--- config.mk ---
export PLATFORM = sky130hd
export DESIGN_NAME = hiccup_guard
export DESIGN_NICKNAME = d
export VERILOG_FILES = /design/src/rtl/hg_pkg.sv /design/src/rtl/hg_sync.sv /design/src/rtl/hg_timer.sv /design/src/rtl/hg_fsm.sv /design/src/rtl/hiccup_guard.sv
export SDC_FILE = /design/constraint.sdc
export NUM_CORES = 1
export LEC_CHECK = 0
export BUFFER_PORTS_ARGS = -buffer_cell sky130_fd_sc_hd__buf_2
export CAP_MARGIN = 25
export CORE_UTILIZATION = 59
export DETAILED_ROUTE_END_ITERATION = 6
export PLACE_DENSITY = 0.89
export SYNTH_ARGS = -nofsm -noshare
export SYNTH_HDL_FRONTEND = slang
export SYNTH_SLANG_ARGS = --single-unit
--- constraint.sdc ---
create_clock -name clk -period 2.6 [get_ports clk]
set_input_delay 0.78 -clock clk [delete_from_list [all_inputs] [get_ports clk]]
set_output_delay 0.78 -clock clk [all_outputs]
set_load 0.05 [all_outputs]
--- src/rtl/hg_pkg.sv ---
package hg_pkg;
  typedef enum logic [1:0] {
    HG_NORMAL = 2'd0,
    HG_OFF    = 2'd1,
    HG_TRY    = 2'd2
  } hg_state_e;
endpackage

--- src/rtl/hg_sync.sv ---
module hg_sync #(
  parameter int STAGES = 2
) (
  input  logic clk,
  input  logic rst_n,
  input  logic d,
  output logic q
);
  logic [STAGES-1:0] sr;

  generate
    for (genvar i = 0; i < STAGES; i++) begin : g_stage
      if (i == 0) begin : g_first
        always_ff @(posedge clk or negedge rst_n) begin
          if (!rst_n) sr[0] <= 1'b0;
          else        sr[0] <= d;
        end
      end else begin : g_next
        always_ff @(posedge clk or negedge rst_n) begin
          if (!rst_n) sr[i] <= 1'b0;
          else        sr[i] <= sr[i-1];
        end
      end
    end
  endgenerate

  assign q = sr[STAGES-1];
endmodule

--- src/rtl/hg_timer.sv ---
module hg_timer #(
  parameter int CNT_W = 10
) (
  input  logic             clk,
  input  logic             rst_n,
  input  logic             clr,
  input  logic             run,
  input  logic             tick,
  input  logic [CNT_W-1:0] last,
  output logic             done
);
  logic [CNT_W-1:0] cnt_q, cnt_d;
  logic             cnt_en;

  assign done   = run && tick && (cnt_q == last);
  assign cnt_en = clr || (run && tick);

  always_comb begin
    if (clr) cnt_d = '0;
    else     cnt_d = cnt_q + CNT_W'(1);
  end

  always_ff @(posedge clk or negedge rst_n) begin
    if (!rst_n)      cnt_q <= '0;
    else if (cnt_en) cnt_q <= cnt_d;
  end
endmodule

--- src/rtl/hg_fsm.sv ---
module hg_fsm
  import hg_pkg::*;
(
  input  logic      clk,
  input  logic      rst_n,
  input  logic      oc_s,
  input  logic      static_sel,
  input  logic      ss_done,
  input  logic      t_done,
  output hg_state_e state,
  output logic      t_clr,
  output logic      flag,
  output logic      drv_en
);
  hg_state_e st_q, st_d;
  logic      flg_q, flg_d;

  always_comb begin
    st_d  = st_q;
    flg_d = flg_q;
    if (ss_done) begin
      st_d  = HG_NORMAL;
      flg_d = 1'b0;
    end else if (static_sel) begin
      st_d  = HG_NORMAL;
      flg_d = oc_s;
    end else begin
      case (st_q)
        HG_NORMAL: begin
          if (oc_s) begin
            st_d  = HG_OFF;
            flg_d = 1'b1;
          end else begin
            flg_d = 1'b0;
          end
        end
        HG_OFF: begin
          if (t_done) st_d = HG_TRY;
        end
        HG_TRY: begin
          if (t_done) begin
            if (oc_s) begin
              st_d = HG_OFF;
            end else begin
              st_d  = HG_NORMAL;
              flg_d = 1'b0;
            end
          end
        end
        default: begin
          st_d  = HG_NORMAL;
          flg_d = 1'b0;
        end
      endcase
    end
  end

  always_ff @(posedge clk or negedge rst_n) begin
    if (!rst_n) begin
      st_q  <= HG_NORMAL;
      flg_q <= 1'b0;
    end else begin
      st_q  <= st_d;
      flg_q <= flg_d;
    end
  end

  assign state  = st_q;
  assign t_clr  = (st_d != st_q);
  assign flag   = flg_q;
  assign drv_en = (st_q != HG_OFF);
endmodule

--- src/rtl/hiccup_guard.sv ---
module hiccup_guard
  import hg_pkg::*;
#(
  parameter int OFF_MS      = 900,
  parameter int ON_MS       = 20,
  parameter int SYNC_STAGES = 2
) (
  input  logic clk,
  input  logic rst_n,
  input  logic ms_tick,
  input  logic oc_raw,
  input  logic therm_trip,
  input  logic static_sel,
  input  logic ss_done,
  output logic out_en,
  output logic ovl_flag,
  output logic ot_flag
);
  localparam int MAX_MS   = (OFF_MS > ON_MS) ? OFF_MS : ON_MS;
  localparam int CNT_W    = $clog2(MAX_MS + 1);
  localparam logic [CNT_W-1:0] OFF_LAST = CNT_W'(OFF_MS - 1);
  localparam logic [CNT_W-1:0] ON_LAST  = CNT_W'(ON_MS - 1);

  logic             oc_s;
  logic             t_done;
  logic             t_clr;
  logic             t_run;
  logic [CNT_W-1:0] t_last;
  logic             drv_en;
  logic             ot_q;
  hg_state_e        state;

  hg_sync #(.STAGES(SYNC_STAGES)) u_sync (
    .clk   (clk),
    .rst_n (rst_n),
    .d     (oc_raw),
    .q     (oc_s)
  );

  assign t_run  = (state != HG_NORMAL);
  assign t_last = (state == HG_OFF) ? OFF_LAST : ON_LAST;

  hg_timer #(.CNT_W(CNT_W)) u_timer (
    .clk   (clk),
    .rst_n (rst_n),
    .clr   (t_clr),
    .run   (t_run),
    .tick  (ms_tick),
    .last  (t_last),
    .done  (t_done)
  );

  hg_fsm u_fsm (
    .clk        (clk),
    .rst_n      (rst_n),
    .oc_s       (oc_s),
    .static_sel (static_sel),
    .ss_done    (ss_done),
    .t_done     (t_done),
    .state      (state),
    .t_clr      (t_clr),
    .flag       (ovl_flag),
    .drv_en     (drv_en)
  );

  always_ff @(posedge clk or negedge rst_n) begin
    if (!rst_n) ot_q <= 1'b0;
    else        ot_q <= therm_trip;
  end

  assign ot_flag = ot_q;
  assign out_en  = drv_en && !ot_q;
endmodule

=== After elaboration in Yosys (flattened, before gate mapping) ===
Index checks and enable logic that the tools add are counted.

* Output and inout port bits: 3
* Bits in registers: 16
* Bits in latches: 0
* Memory bits (writable): 0
* Memories kept: 0
* Logic and storage cells: 38
* ROM bits: 0
* Bits of input ports: 7

* Multiplexer cells: 15
* Shift operators: 0
* Equal/unequal tests: 8
* Multipliers: 0
* Reductions and logical operators: 8
* $lt $le $gt $ge: 0
* Add/subtract/negate cells: 1
* Bitwise gates (word level): 0
* Divide/modulo/power cells: 0

{| class="wikitable"
|+ Operators with widths
! kind !! count
|-
| two-way mux 10 bit || 2
|-
| adder 10 x 1 -> 10 bit, second input constant || 1
|-
| == test 10 bit || 1
|-
| two-way mux 2 bit || 5
|-
| inequality test 4 bit, second input constant || 2
|-
| two-way mux 1 bit || 6
|-
| case mux 2 bit (3 select lines) || 1
|-
| logical AND 1 bit || 3
|-
| inequality test 3 bit, second input constant || 1
|-
| case mux 1 bit (3 select lines) || 1
|-
| AND reduction 3 bit || 1
|-
| == test 2 x 1 -> 1 bit, second input constant || 1
|-
| == test 2 bit, second input constant || 1
|-
| logical NOT 2 bit || 1
|-
| inequality test 2 x 1 -> 1 bit, second input constant || 1
|-
| inequality test 2 bit || 1
|-
| nonzero test 2 bit || 1
|-
| logical NOT 1 bit || 1
|-
| logical OR 1 bit || 1
|}

=== Depth between registers and ports, before layout ===
Gate-level depths: netlist (run 1).

* Depth in word-level cells: 10
* Depth in mapped cells: 5
* Gate-level depth less buffers: 5

=== Hierarchy ===
Synthesis (run 1) repeated with hierarchy kept, for this count alone.

* Cells, all modules: 102
* Area, all modules: 957.2 um2

{| class="wikitable"
|+ Modules (own cells, without submodules)
! module !! cells each !! area an instance (um2) !! instances !! seq. area each (um2)
|-
| hg_timer || 66 || 631.9 || 1 || 250.2
|-
| hg_fsm || 27 || 217.7 || 1 || 75.1
|-
| hiccup_guard || 7 || 57.6 || 1 || 25.0
|-
| hg_sync || 2 || 50.0 || 1 || 50.0
|}

=== Least setup slack after synthesis (run 1) ===
OpenSTA, ideal clock, no wires.

* Path kind: flip-flop to output port
* Start point: register u_fsm.st_q[0] (netlist: u_fsm.state[0])
* End point: output out_en
* Path buffers: 1
* Cell stages (with the launch flop): 4
* Arrival: 1.305 ns
* Path slack: 0.515 ns
* Cells stage by stage: dfrtp_1 -> buf_4 -> and2b_1 -> nor2_1

* Word-level cells in the longest chain between the ends: 2

{| class="wikitable"
|+ Ends and longest elaborated chain
! item !! line !! RTL
|-
| from (decl) || hg_fsm.sv:15 || <nowiki>hg_state_e st_q, st_d;</nowiki>
|-
| from (signal assigned) || hg_fsm.sv:63 || <nowiki>st_q <= st_d;</nowiki>
|-
| inequality test 2 x 1 -> 1 bit || hg_fsm.sv:71 || <nowiki>assign drv_en = (st_q != HG_OFF);</nowiki>
|-
| logical AND 1 bit || hiccup_guard.sv:72 || <nowiki>assign out_en = drv_en && !ot_q;</nowiki>
|-
| to (decl) || hiccup_guard.sv:15 || <nowiki>output logic out_en,</nowiki>
|}

No other way between the ends.

=== Worst setup path after layout (run 1) ===
* Start point: register u_fsm.st_q[1] (netlist: u_fsm.state[1])
* End point: output out_en

Same word-level chain as after synthesis.

==> results.md, run 1 <==
- The number of I/O port buffers is 9.
- From synthesis to final layout, the design area changed by 10.82%.
- In this run the deepest clock path goes through 2 buffers.
- The wire length on met1 is 685 microns.
- Detailed placement ended at an HPWL of 1107 microns.
- The full die area is 1607 sq um.
- Of the total synthesized cell area, the portion taken by XOR and XNOR cells is 9.211%.
- With fillers left out, the area of the finished cells amounts to 948.4 sq um.
- For this design the static power due to leakage is 0.4111 nW.
- The vertical die dimension is 40.09 microns.
- The final count of pins violating max slew was 0.
- The number of enable-type register cells in the synthesized netlist is 0.
- The worst setup path is launched from a flip-flop.
- The worst setup path is captured at a primary output.
- After detailed routing, the number of remaining DRC violations is 0.
- The fraction of layout cells with a size suffix above 1 is 23.66%.
- The number of global-route vias before repair is 585.
- Buffers inserted to repair hold after CTS numbered 0.
- CTS placed an instance of clkbuf_4 at the clock tree root.
- TritonCTS built the clock tree.
- Net switching is 24.81% of the power.
- The area fraction in and, or, nand and nor cells after synthesis is 26.90%.
- Summing the areas of all fa, ha and maj instances in the mapped netlist gives 1.462% of the synthesized area.
- The global placer's final weighted congestion is 0.8428.
- Cell internal power was estimated by the tool at 0.3557 mW.
- The library cell with the largest summed area after synthesis is dfrtp_1.
- The first detailed-routing pass took 4 iterations.
- The critical path in this run is classified as flip-flop to primary output.
- The count of state elements after synthesis is 16.
- The post-place instance area is 912.1 sq um.
- The total of endpoints with negative setup slack in the final report is 0.
- The worst path needs 2122 ps of the cycle, external delays included.
- The die is 40.09 microns wide.
- For the worst setup path, the data arrival time is 1340 ps.
- The relative contribution of sequential cells to total power is 55.6%.
- For this block, the routed nets add up to 1493 microns of wire.
- The net count reported at finish is 102.
- Global routing finished with a remaining overflow of 0.
- Counting the fill cells in the layout gives 90.
- Clock skew on the completed layout was measured at 8.423 ps.
- The share of synthesized flip-flops with an asynchronous set or reset is 100.0%.
- Detailed routing placed a total of 762 microns of wire on met2.
- The post-CTS setup buffer count is 0.
- The number of warning messages in the yosys log is 0.
- The first-pass GRT wire length is 2352 microns.
- For this design the total switching power over the nets is 0.1174 mW.
- The highest metal layer with signal wires is met4.
- The pin count of the biggest net entering global routing is 17.
- The number of antenna violations at the first check in global routing was 0.
- Summing the areas of all compound-gate instances in the mapped netlist gives 10.67% of the synthesized area.
- IR analysis of the VDD net gives a maximum drop of 0.3924 mV.
- The routed via count divided by cell count is 5.713.
- The classification of the worst-slack hold path is flip-flop to flip-flop.
- The worst pin sits at a relative slew slack of 69.59%.
- At the worst endpoint, the required time is 1820 ps.
- The number of CTS-inserted buffers is 3.
- Measured against the total synthesized area, the mux share comes to 2.778%.
- The share of total power dissipated in the clock network is 35.0%.
- The main combinational cell family by area after synthesis is simple AND/OR/NAND/NOR gates.
- The number of resized instances in the post-cts repair step is 0.
- 0 antenna diodes ended up in the layout.
- For this run, the register share of the synthesized area comes to 46.78%.
- In this run the cell area of the synthesized design comes to 855.8 sq um.
- The total number of vias is 617.
- The clock insertion delay at the later pin of the skew report is 290 ps.
- The run finished with clean final reports.
- After floorplanning, the core was sized to cover 1318 sq um.
- The post-synthesis cell count is 81.
- The detailed router finished its first iteration with 9 violations.
- The library cell with the highest instance count after synthesis is nor2_1.
- After synthesis, the mean cell area works out to 10.57 sq um.
- The final worst-path cycle share is 81.62%.
- By count the netlist is led by nor2_1 (17), dfrtp_1 (16), xnor2_1 (8).
- The total power consumption of the routed design is 0.4731 mW.
- 10 I/O pins were placed.
- In this run the number of H-tree levels came out at 1.
- The total power per unit cell area is 498.9 nW/um^2.
- The initial utilization of the core area, before any placement, comes to 64.96%.
- Max-cap violations in this run came to 0.
- The number of sinks driven by the clock tree is 16.
- The remaining antenna violation count is 0.
- The clock input transition at the sequential cells of the worst setup and hold paths is 100 ps.
- The worst-path maximum fanout is 8.
- In the global route stage, overall resource usage came out at 22.91%.
- The distinct cell type count of the synthesized netlist is 32.
- The actual slew at the worst max-slew pin is 456.1 ps.
- In the post-synthesis netlist, the biggest area contributors are dfrtp_1 (47%), xnor2_1 (8.2%), nor2_1 (7.5%), nor4b_4 (2.8%), nor4_4 (2.5%).
- The routed design uses 29 microns of met3 wire.
- The mean routed wirelength per cell is 13.82 microns.
- The fmax is 0.4713 GHz.
- The final setup TNS is 0 ps.
- Setup repair after global routing left no endpoint under its margin.
- The number of nets in the synthesized netlist is 89.
- The initialized floorplan defines 13 standard-cell rows.
- The top cell type by area accounts for 46.78% of the synthesized area.
- The number of endpoints with negative hold slack in the final report was 0.
- The combinational group share of total power is 9.4%.
- The predominant post-synthesis flop cell is dfrtp_1.
path summary, 6_finish.rpt:
path / start / endpoint / slack [ps] / cells after the start
worst max register to register: u_fsm.state[1]$_DFF_PN0_ / u_fsm.state[0]$_DFF_PN0_ / 970 / 4
worst min-delay path: u_sync.sr[0]$_DFF_PN0_ / u_sync.q$_DFF_PN0_ / 370 / 0
min in group asynchronous: rst_n / u_timer.cnt_q[4]$_DFFE_PN0P_ / 380 / 1
worst min register to register: u_sync.sr[0]$_DFF_PN0_ / u_sync.q$_DFF_PN0_ / 370 / 0
worst max-delay path: u_fsm.state[1]$_DFF_PN0_ / out_en / 480 / 3
max in group asynchronous: rst_n / u_timer.cnt_q[1]$_DFFE_PN0P_ / 1950 / 1
metrics by stage:
step / setup WS [ps] / utilization [%] / hold WS (ps) / std cells
final: 478.0 / 71.98 / 367.7 / 108
after global routing: 390.8 / 71.98 / 382.5 / 108
after CTS: 473.7 / 71.98 / 374.6 / 108
after detailed placement: 650.1 / 69.23 / 360.3 / 104
after global placement: 708.7 / 69.23 / 333.1 / 104
after floorplan: 515.1 / - / 331.2 / 81
cells in the final DEF (no fill, tap or decap), types with 3 or more instances in the layout:
master | netlist | layout
dfrtp_1 | 16 | 16
nor3_1 | 3 | 3
nand2_1 | 4 | 4
inv_1 | 3 | 3
o21ai_0 | 3 | 3
xnor2_1 | 8 | 8
buf_2 | 0 | 9
nor2_1 | 17 | 17
clkbuf_4 | 0 | 3
nor4_1 | 3 | 3
worst max-delay path, cell delays in order, from the launching register on:
cell	delay [ps]
dfrtp_1	480
and2b_1	230
nor2_1	80
buf_2	260
flip-flops by register name (all words and copies together) (netlist names):
register	flops
u_timer.cnt_q	10
u_fsm.state	2
ot_flag	1
u_fsm.flag	1
u_sync.q	1
u_sync.sr	1
logic make-up (layout without fill, tap and decap cells):
| kind of cell | count (synthesis) | in the layout |
|---|---|---|
| flip-flops | 16 | 16 |
| AND/OR/NAND/NOR | 38 | 38 |
| buffers and inverters | 4 | 16 |
| multiplexers | 2 | 2 |
| adder cells (fa/ha/maj) | 1 | 1 |
| XOR/XNOR | 9 | 9 |
| AO/OA/AOI/OAI | 11 | 11 |
layout make-up:
type                            count  area [sq um]  share of cell area [%]
Clock buffer                        4         36.28                   3.826
Timing Repair Buffer                9         45.04                   4.749
Sequential cell                    16         400.4                   42.22
Inverter                            3         11.26                   1.187
Tap cell                           15         18.77                   1.979
Multi-Input combinational cell     61         436.7                   46.04
power by group through the flow:
stage               combinational [mW]  sequential (mW)  clock (mW)
floorplan                       0.0236            0.272           0
global placement                0.0422            0.267           0
detailed placement              0.0448            0.268           0
CTS                             0.0454            0.263       0.170
global route                    0.0486            0.264       0.177
finish                          0.0445            0.263       0.166
routing by layer:
metal  track usage, %  up-vias
met5                0        -
met4            12.93        0
met3            5.000        2
met2            37.90        7
met1            27.21      303
li1                 -      305
Note: power is estimated with default switching activity, not from simulation.
==> run 2, diff against run 1 <==
Settings changed: CORE_UTILIZATION 59 to 55, PLACE_DENSITY 0.89 to 0.84.
Clock period 2.6 ns to 2.2 ns, I/O delays scaled along.
==> results.md, run 2 (synthesized netlist as in run 1, its figures left out) <==
- The total number of vias is 635.
- Power spread over the standard cell area amounts to 593.2 nW/um^2.
- The met2 wirelength from detailed routing is 791 microns.
- The final layout contains routed wiring with a total length of 1568 microns.
- The number of maximum-capacitance constraint violations is 0.
- The worst supply voltage drop on vdd is 0.4284 mV.
- TritonCTS built the clock tree.
- In this run the tool buffered the top-level ports with 9 buffer cells.
- The number of global-route vias before repair is 625.
- The clock insertion delay at the later pin of the skew report is 290 ps.
- The slowest library cell on the worst path is dfrtp_1.
- In this run the horizontal extent of the chip is 41.45 microns.
- STA classifies the critical path startpoint as a flip-flop.
- The number of hold buffers added after CTS is 0.
- The number of antenna diodes in the final layout is 0.
- Leaving out fill and tap cells, the most frequent cell in the layout is nor2_1.
- The final non-filler cell area is 948.4 sq um.
- The clock skew is 1.208 ps.
- The total power consumption of the routed design is 0.5626 mW.
- The die covers 1718 sq um.
- The library cells used most frequently in the layout, excluding fill and tap cells, are nor2_1 (17), dfrtp_1 (16), buf_2 (9).
- The highest metal layer with signal wires is met4.
- Before CTS, the worst setup slack after placement is 398.6 ps.
- The floorplan step set the die height to 41.45 microns.
- The number of CTS-inserted buffers is 3.
- Post-CTS repair changed the size of 0 cells.
- The normalized max-slew margin is 70.44%.
- CTS saw 16 sinks.
- Setup violations remaining at the end of the flow were counted as 0.
- Cells with a size suffix above 1 make up 23.66% of the layout.
- Compared with the post-synthesis result, the final layout area differs by 10.82%.
- The endpoint arrival time on the critical path is 1370 ps.
- Routability-driven placement finished with a final weighted congestion of 0.7732.
- The routed via count divided by cell count is 5.880.
- The final setup TNS is 0 ps.
- For this run, the detailed router's first-pass iteration total came to 4.
- The worst path needs 2035 ps of the cycle, external delays included.
- The data required time of the critical path is 1540 ps.
- The post-route DRC violation count is 0.
- The tightest min-delay check is of the input pin to asynchronous set/reset pin type.
- The fmax is 0.4915 GHz.
- On the worst path, the slowest cell contributes a delay of 510 ps.
- The DRC violation total after the first TritonRoute iteration is 15.
- The number of antenna violations at the first check in global routing is 0.
- 10 I/O pins were placed.
- No sink is reached through more buffers than the 2 on the longest clock path.
- The clock input transition at the sequential cells of the worst setup and hold paths is 100 ps.
- The placeable core region is 1366 sq um.
- In this run the number of H-tree levels came out at 1.
- Setup slack closes at 165.5 ps.
- The remaining antenna violation count is 0.
- The post-place instance area is 912.1 sq um.
- In this run the core area contains 13 standard-cell rows.
- Walking the worst path, the cells encountered are and2b_1 > nor2_1 > buf_2.
- The static leakage power is 0.4111 nW.
- The total grt overflow is 0.
- Once the floorplan was initialized, standard cells occupied 62.64% of the core.
- The net count reported at finish is 102.
- The actual slew at the worst max-slew pin is 443.4 ps.
- The first global-routing pass estimated 2718 microns of wire.
- The worst setup path is captured at a primary output.
- Ranked by flip-flop count, first place goes to u_timer.cnt_q.
- The final worst-path cycle share is 92.48%.
- Global routing used 21.16% of the available tracks across all layers.
- The critical path class is flip-flop to primary output.
- In this run the worst path has a maximum fanout of 9.
- Entering global routing, the biggest net connects 17 pins.
- In this run the clock root is driven by a clkbuf_4.
- The count of fill cells added during filler insertion is 118.
- Setup repair after global routing left no endpoint under its margin.
- After clock tree synthesis, the setup repair step added 0 buffers.
- Summed over all nets, the half-perimeter wirelength after detailed placement is 1120 microns.
- The amount of wire on met3 after detailed routing is 39 microns.
- The final count of pins violating max slew was 0.
- The flip-flop count of the largest register, all copies and words added is 10.
- Dividing the detail-routed wire length by the instance count gives 14.52 microns.
- The flow ran to the end, and the final reports show no timing, DRC or antenna violations.
- The number of endpoints with negative hold slack in the final report came to 0.
- The detailed router put a total of 695 microns of wire on met1.
==> run 2: final timing paths <==
| check | startpoint | endpoint | slack, ps | cells after the start |
|---|---|---|---|---|
| min in group clk | u_sync.sr[0]$_DFF_PN0_ | u_sync.q$_DFF_PN0_ | 370 | 0 |
| min | rst_n | u_fsm.flag$_DFFE_PN0P_ | 260 | 1 |
| max reg2reg | u_fsm.state[1]$_DFF_PN0_ | u_fsm.state[0]$_DFF_PN0_ | 540 | 4 |
| max | u_fsm.state[0]$_DFF_PN0_ | out_en | 170 | 3 |
| min reg2reg | u_sync.sr[0]$_DFF_PN0_ | u_sync.q$_DFF_PN0_ | 370 | 0 |
| max in group asynchronous | rst_n | u_timer.cnt_q[6]$_DFFE_PN0P_ | 1690 | 1 |
==> run 2: metrics by stage <==
step,hold slack [ps],std cells,utilization (%)
4_1_cts,265.2,108,69.41
2_1_floorplan,331.2,81,-
3_5_place_dp,357.5,104,66.76
3_3_place_gp,333.3,104,66.76
6_report,258.0,108,69.41
5_1_grt,278.0,108,69.41
==> run 2: worst max-delay path, delay by kind of cell, from the launching register on <==
| kind | cells | cell delay [ps] |
|---|---|---|
| flops | 1 | 510 |
| simple gates | 2 | 310 |
| buf+inv | 1 | 260 |
==> run 2: area by class of cell <==
class | instances | area [sq um] | area share (%)
multi-input cells | 61 | 436.7 | 46.04
flip-flops and latches | 16 | 400.4 | 42.22
repair buffers | 9 | 45.04 | 4.749
clock buffers | 4 | 36.28 | 3.826
well taps | 15 | 18.77 | 1.979
inverters | 3 | 11.26 | 1.187
==> run 2: power breakdown <==
| part | switching, mW | internal, mW | total, mW |
|---|---|---|---|
| registers | 0.00934 | 0.303 | 0.312 |
| clock network | 0.0976 | 0.101 | 0.199 |
| logic | 0.0351 | 0.0170 | 0.0520 |
==> run 2: routing by layer <==
| layer | global-route usage (%) | up-vias |
|---|---|---|
| met5 | 0 | - |
| met4 | 9.677 | 0 |
| met3 | 3.913 | 5 |
| met2 | 35.00 | 13 |
| met1 | 26.80 | 311 |
| li1 | - | 306 |
